`config.mk`:
```
export PLATFORM = sky130hd
export DESIGN_NAME = irq_vector_ctrl
export DESIGN_NICKNAME = d
export VERILOG_FILES = /design/src/rtl/irq_vector_pkg.sv /design/src/rtl/ivc_prio_find.sv /design/src/rtl/ivc_cfg_seq.sv /design/src/rtl/ivc_irq_state.sv /design/src/rtl/irq_vector_ctrl.sv
export SDC_FILE = /design/constraint.sdc
export NUM_CORES = 1
export LEC_CHECK = 0
export BUFFER_PORTS_ARGS = -buffer_cell sky130_fd_sc_hd__buf_2
export CORE_ASPECT_RATIO = 0.8
export CORE_MARGIN = 2
export CORE_UTILIZATION = 35
export DETAILED_ROUTE_END_ITERATION = 12
export HOLD_SLACK_MARGIN = 0.02
export PLACE_DENSITY = 0.64
export SYNTH_ARGS = -nofsm -noshare
export SYNTH_HDL_FRONTEND = slang
export SYNTH_SLANG_ARGS = --single-unit
```
`constraint.sdc`:
```
create_clock -name clk -period 4.8 [get_ports clk]
set_clock_uncertainty 0.1 [all_clocks]
set_input_delay 0.96 -clock clk [delete_from_list [all_inputs] [get_ports clk]]
set_output_delay 0.96 -clock clk [all_outputs]
set_load 0.1 [all_outputs]
```
`src/rtl/irq_vector_pkg.sv`:
```
package irq_vector_pkg;
   localparam int BYTE_W    = 8;
   localparam int SETUP_BIT = 4;
   localparam int SOLO_BIT  = 1;
   localparam int MODE_BIT  = 0;
   localparam logic [BYTE_W-1:0] EOI_BYTE = 8'h20;

   typedef enum logic [2:0] {
      CFG_IDLE,
      CFG_BASE,
      CFG_CASC,
      CFG_MODE,
      CFG_RUN
   } cfg_state_e;

   typedef struct packed {
      logic is_setup;
      logic is_eoi;
   } cmd_dec_t;

   function automatic cmd_dec_t decode_cmd(input logic [BYTE_W-1:0] b);
      cmd_dec_t d;
      d.is_setup = b[SETUP_BIT];
      d.is_eoi   = (b == EOI_BYTE);
      return d;
   endfunction
endpackage

```
`src/rtl/ivc_prio_find.sv`:
```
module ivc_prio_find #(
   parameter int N     = 8,
   parameter int IDX_W = $clog2(N)
) (
   input  logic             clk,
   input  logic             rst_n,
   input  logic [N-1:0]     vec,
   output logic             found,
   output logic [IDX_W-1:0] idx,
   output logic [N-1:0]     onehot
);
   always_comb begin
      found  = 1'b0;
      idx    = '0;
      onehot = '0;
      for (int i = N - 1; i >= 0; i--) begin
         if (vec[i]) begin
            found  = 1'b1;
            idx    = i[IDX_W-1:0];
            onehot = '0;
            onehot[i] = 1'b1;
         end
      end
   end

   // the pick is a single set bit of the input
   p_pick_single_r7: assert property (@(posedge clk) disable iff (!rst_n)
      $onehot0(onehot) && (found == ((vec & onehot) != '0)));
endmodule

```
`src/rtl/ivc_cfg_seq.sv`:
```
module ivc_cfg_seq
   import irq_vector_pkg::*;
#(
   parameter int N     = 8,
   parameter int IDX_W = $clog2(N)
) (
   input  logic                    clk,
   input  logic                    rst_n,
   input  logic                    wr_en,
   input  logic                    wr_cmd,
   input  logic [BYTE_W-1:0]       wr_data,
   output logic                    ready,
   output logic                    setup_pulse,
   output logic                    eoi_pulse,
   output logic [BYTE_W-1:IDX_W]   base_hi,
   output logic [N-1:0]            mask
);
   cfg_state_e state_q;
   logic       solo_q, want_mode_q;
   cmd_dec_t   dec;

   always_comb dec = decode_cmd(wr_data);

   always_ff @(posedge clk) begin
      if (!rst_n) begin
         state_q     <= CFG_IDLE;
         solo_q      <= 1'b0;
         want_mode_q <= 1'b0;
         base_hi     <= '0;
         mask        <= '0;
      end else if (wr_en) begin
         if (wr_cmd) begin
            if (dec.is_setup) begin
               state_q     <= CFG_BASE;
               solo_q      <= wr_data[SOLO_BIT];
               want_mode_q <= wr_data[MODE_BIT];
               mask        <= '0;
            end
         end else begin
            case (state_q)
               CFG_BASE: begin
                  base_hi <= wr_data[BYTE_W-1:IDX_W];
                  if (!solo_q)          state_q <= CFG_CASC;
                  else if (want_mode_q) state_q <= CFG_MODE;
                  else                  state_q <= CFG_RUN;
               end
               CFG_CASC: state_q <= want_mode_q ? CFG_MODE : CFG_RUN;
               CFG_MODE: state_q <= CFG_RUN;
               CFG_RUN:  mask    <= wr_data[N-1:0];
               default:  ;
            endcase
         end
      end
   end

   assign ready       = (state_q == CFG_RUN);
   assign setup_pulse = wr_en && wr_cmd && dec.is_setup;
   assign eoi_pulse   = wr_en && wr_cmd && dec.is_eoi;

   // data bytes outside the running state leave the mask alone
   p_mask_hold_r5: assert property (@(posedge clk) disable iff (!rst_n)
      (wr_en && !wr_cmd && state_q != CFG_RUN) |=> $stable(mask));
   // a setup command restarts the sequence with an open mask
   p_setup_restart_r2: assert property (@(posedge clk) disable iff (!rst_n)
      setup_pulse |=> (state_q == CFG_BASE && mask == '0));
endmodule

```
`src/rtl/ivc_irq_state.sv`:
```
module ivc_irq_state #(
   parameter int N = 8
) (
   input  logic         clk,
   input  logic         rst_n,
   input  logic [N-1:0] irq_in,
   input  logic         clr_all,
   input  logic         ack_fire,
   input  logic [N-1:0] ack_oh,
   input  logic         eoi,
   input  logic [N-1:0] eoi_oh,
   output logic [N-1:0] irr,
   output logic [N-1:0] isr
);
   logic [N-1:0] prev_q;
   logic [N-1:0] rise;

   assign rise = irq_in & ~prev_q;

   for (genvar i = 0; i < N; i++) begin : g_line
      always_ff @(posedge clk) begin
         if (!rst_n) begin
            prev_q[i] <= 1'b0;
            irr[i]    <= 1'b0;
            isr[i]    <= 1'b0;
         end else begin
            prev_q[i] <= irq_in[i];
            if (clr_all) begin
               irr[i] <= 1'b0;
               isr[i] <= 1'b0;
            end else begin
               irr[i] <= rise[i] | (irr[i] & ~(ack_fire & ack_oh[i]));
               isr[i] <= (isr[i] | (ack_fire & ack_oh[i])) & ~(eoi & eoi_oh[i]);
            end
         end
      end
   end

   // every detected edge is latched as pending
   p_edge_latch_r6: assert property (@(posedge clk) disable iff (!rst_n)
      (!clr_all && rise != '0) |=> ((irr & $past(rise)) == $past(rise)));
   // a granted line is in service afterwards
   p_grant_marks_r8: assert property (@(posedge clk) disable iff (!rst_n)
      (ack_fire && !clr_all) |=> ((isr & $past(ack_oh)) == $past(ack_oh)));
   // end of interrupt releases the chosen line
   p_eoi_release_r9: assert property (@(posedge clk) disable iff (!rst_n)
      (eoi && !clr_all) |=> ((isr & $past(eoi_oh)) == '0));
endmodule

```
`src/rtl/irq_vector_ctrl.sv`:
```
module irq_vector_ctrl
   import irq_vector_pkg::*;
#(
   parameter int NUM_LINES = 8
) (
   input  logic                  clk,
   input  logic                  rst_n,
   input  logic                  wr_en,
   input  logic                  wr_cmd,
   input  logic [7:0]            wr_data,
   input  logic [NUM_LINES-1:0]  irq_in,
   input  logic                  int_ack,
   output logic                  int_req,
   output logic                  vec_valid,
   output logic [7:0]            vec_out
);
   localparam int IDX_W = $clog2(NUM_LINES);

   initial begin
      if (NUM_LINES < 2 || NUM_LINES > BYTE_W || (1 << IDX_W) != NUM_LINES)
         $fatal(1, "NUM_LINES must be a power of two from 2 to %0d", BYTE_W);
   end

   logic                   ready, setup_pulse, eoi_pulse;
   logic [BYTE_W-1:IDX_W]  base_hi;
   logic [NUM_LINES-1:0]   mask, irr, isr, pending;
   logic                   pend_found, isr_found, blocked, ack_fire;
   logic [IDX_W-1:0]       pend_idx, isr_idx;
   logic [NUM_LINES-1:0]   pend_oh, isr_oh;

   ivc_cfg_seq #(.N(NUM_LINES), .IDX_W(IDX_W)) u_cfg (
      .clk(clk), .rst_n(rst_n), .wr_en(wr_en), .wr_cmd(wr_cmd), .wr_data(wr_data),
      .ready(ready), .setup_pulse(setup_pulse), .eoi_pulse(eoi_pulse),
      .base_hi(base_hi), .mask(mask)
   );

   ivc_irq_state #(.N(NUM_LINES)) u_state (
      .clk(clk), .rst_n(rst_n), .irq_in(irq_in), .clr_all(setup_pulse),
      .ack_fire(ack_fire), .ack_oh(pend_oh), .eoi(eoi_pulse), .eoi_oh(isr_oh),
      .irr(irr), .isr(isr)
   );

   assign pending = irr & ~mask;

   ivc_prio_find #(.N(NUM_LINES), .IDX_W(IDX_W)) u_pend_pick (
      .clk(clk), .rst_n(rst_n), .vec(pending),
      .found(pend_found), .idx(pend_idx), .onehot(pend_oh)
   );

   ivc_prio_find #(.N(NUM_LINES), .IDX_W(IDX_W)) u_isr_pick (
      .clk(clk), .rst_n(rst_n), .vec(isr),
      .found(isr_found), .idx(isr_idx), .onehot(isr_oh)
   );

   assign blocked  = isr_found && (isr_idx <= pend_idx);
   assign int_req  = ready && pend_found && !blocked;
   assign ack_fire = int_ack && int_req;

   always_ff @(posedge clk) begin
      if (!rst_n) begin
         vec_valid <= 1'b0;
         vec_out   <= '0;
      end else begin
         vec_valid <= ack_fire;
         if (ack_fire) vec_out <= {base_hi, pend_idx};
      end
   end

   // an accepted acknowledge yields a vector on the next cycle
   p_ack_vector_r8: assert property (@(posedge clk) disable iff (!rst_n)
      (int_ack && int_req) |=> vec_valid);
   // no vector without an accepted acknowledge
   p_no_stray_vector_r8: assert property (@(posedge clk) disable iff (!rst_n)
      !(int_ack && int_req) |=> !vec_valid);
   // the upper vector bits come from the programmed base
   p_vector_base_r3: assert property (@(posedge clk) disable iff (!rst_n)
      vec_valid |-> (vec_out[BYTE_W-1:IDX_W] == $past(base_hi)));
endmodule

```
==> run_results.csv <==
group,metric,value,unit
clock_network,root_buffer,"clkbuf_8",
place,dp_cells,376,
sta,period_share,0.816,
critical_path,cp-end-kind,"output port",
place,port_buffers,30,
layout,final_cell_count_no_fill,384,
grt,grt_pass1_wl,9150,um
sta,hold_violations,0,
sta,setup_viol,0,
routing,drc,0,
synth,yosysUniqueCellTypes,44,
grt,grt_pass1_vias,1839,
sta,drv_slew,0,
die,dieWidth,96.0,um
place,place_area,0.00259,sq mm
routing,drtIter0Drc,113,
synth,postSynthCellCount,270,
die,die_height,77.6,um
layout,final_area,0.00273,sq mm
die,rows,26,
clock_network,htreeDepth,2,
grt,antenna_found_initial,0,
min_path,hp-class,"reg -> reg",
clock_network,cts_hold_buffers,0,
clock_network,cts_sinks,51,
die,core_area,0.00647,sq mm
grt,grt_usage,0.154,
synth,synth_top_flop_cell,"dfxtp_1",
clock_network,cts_tree,"built",
grt,grt_max_degree,29,
flow_run,cap_violations,0,
place,place.gp.congestion,0.884,
routing,first_pass_iters,4,
status,status,"complete, no violations",
clock_network,cts_buffers,5,
routing,wl_per_cell,14.3,um
layout,nNetsFinal,323,
layout,final_core_util,0.422,
sta,fmax,0.255,GHz
sta,relSlewSlack,0.235,
sta,rsz0062_at_grt,"no",
pwr,power.density,325,mW/mm^2
clock_network,cts_setup_buffers,0,
synth,synth_warnings,0,
die,io_pins,31,
layout,n_antenna_cell,0,
critical_path,critPathLaunchType,"flop",
critical_path,crit_fanout,6,
clock_network,cts_resized,0,
routing,drtAntennaViolNets,0,
grt,grt-ovfl-total,0,
synth,async_flop_share,0,
routing,vias,2018,
synth,syn_nets,294,
clock_network,clkTransAtPathRegs,0.10,ns
routing,drt-total-wl,5490,um
synth,ys_seq_area_frac,0.431,
clock_network,clock_path_buffers,2,
synth,synth_edf_count,0,
layout,area_growth_syn_to_layout,15.3,%
die,dieArea,0.00745,sq mm
sta,tns,0,ns
synth,ys_ff_latch,51,
synth,synth.avg_cell_area,8.77,sq um
sta,worst_pin_slew,1.14,ns
pwr,peakVddDrop,178,uV
layout,drive_above_1_share,0.150,
critical_path,critical_path_class,"reg -> out",
pwr,leakagePower,1.10,nW
clock_network,insertion_delay,0.30,ns
synth,syn_area,0.00237,sq mm
sta,period_needed,3.91,ns
critical_path,crit_arrival,2.85,ns
place,dp_hpwl,4060,um
critical_path,critPathRequiredTime,3.74,ns
die,start_util,0.366,
routing,vias_per_cell,5.26,
==> cell usage in the layout, fill, tap and decap left out, drive strengths merged, types with 3 or more instances in the layout <==
cell type and n:
a21oi 18, and2 10, and3 4, buf 30
clkbuf 5, dfxtp 51, ha 3, inv 6
mux2i 20, nand2 25, nand2b 9, nand3 5
nand3b 3, nor2 22, nor2b 20, nor3 12
nor3b 3, nor4 4, o211ai 4, o21ai 15
o41ai 3
==> layout make-up <==
cell class	instances	area (sq um)
clock buffers	5	68.8
clock inverters	3	67.6
fillers	656	3740
inverters	7	26.3
multi-input cells	204	1290
flip-flops and latches	51	1020
well taps	84	105
repair buffers	30	150
==> cell usage after synthesis (all sizes together), types with 2 or more instances <==
cell type	instances	area (sq um)
o41ai	3	26.3
and4	2	17.5
nand2	25	93.8
a22oi	2	15.0
buf	2	12.5
o211ai	4	30.0
inv	6	22.5
dfxtp	51	1020
nand3b	3	22.5
a21oi	18	90.1
nor2	22	82.6
nor4	4	37.5
nand4	2	12.5
nor2b	20	125
a32o	2	20.0
ha	3	37.5
mux2i	20	200
or3	2	12.5
o21a	2	15.0
clkbuf	6	22.5
nand2b	9	56.3
nor3b	3	22.5
and3	4	25.0
o21ai	15	75.1
nor3	12	65.1
nand3	5	25.0
and2	10	62.6
==> flip-flops by register name, indices dropped and copies added, names as in the netlist <==
name and cells:
u_cfg.state_q 3, u_state.isr 8, u_cfg.want_mode_q 1, vec_out 8, u_state.irr 8, u_cfg.mask 8
vec_valid 1, u_cfg.solo_q 1, u_state.prev_q 8, u_cfg.base_hi 5
==> where the power goes <==
part           total (mW)  switching [mW]  internal, mW
registers           0.443         0.00743         0.436
clock network       0.351           0.143         0.208
logic              0.0942          0.0577        0.0365
==> stage by stage <==
stage	worst slack [ns]	hold slack, ns	total power [mW]
finish	0.885	0.344	0.888
global route	0.655	0.356	0.928
CTS	0.890	0.343	0.896
detailed placement	1.23	0.334	0.546
global placement	1.33	0.328	0.545
floorplan	0.864	0.312	0.517
==> final timing paths <==
check	startpoint	endpoint	slack [ns]	cells after the start
worst max register to register	u_cfg.mask[4]$_SDFFE_PN0P_	vec_out[1]$_SDFFE_PN0P_	1.48	10
worst min-delay path	u_state.prev_q[3]$_SDFF_PN0_	u_state.irr[3]$_SDFF_PP0_	0.34	1
worst min register to register	u_state.prev_q[3]$_SDFF_PN0_	u_state.irr[3]$_SDFF_PP0_	0.34	1
worst max-delay path	u_cfg.mask[4]$_SDFFE_PN0P_	int_req	0.89	10
==> critical path, stage by stage (launching register included) <==
cell and delay [ns]:
dfxtp_1 0.38, nand2b_1 0.24, nand2_1 0.14, o21ai_0 0.24
nand2_1 0.09, ha_1 0.29, nand2_1 0.05, o21ai_0 0.28
a22oi_1 0.19, nor3b_2 0.21, buf_2 0.44
==> cell families after synthesis <==
logic type,share of synthesized area
DFF,0.431
and+or+nand+nor,0.295
buffers and inverters,0.0259
adders and majority gates,0.0158
muxes,0.0845
AOI/OAI and AO/OA,0.147
==> routing by layer <==
metal / share of wire / wire length [um] / vias up / GRT usage
met5: 0 / 0 / - / 0
met4: 0.0024 / 13 / 0 / 0.0171
met3: 0.040 / 217 / 2 / 0.0340
met2: 0.42 / 2330 / 38 / 0.218
met1: 0.53 / 2930 / 955 / 0.244
li1: - / - / 1023 / -
Note: power is estimated with default switching activity, not from simulation.
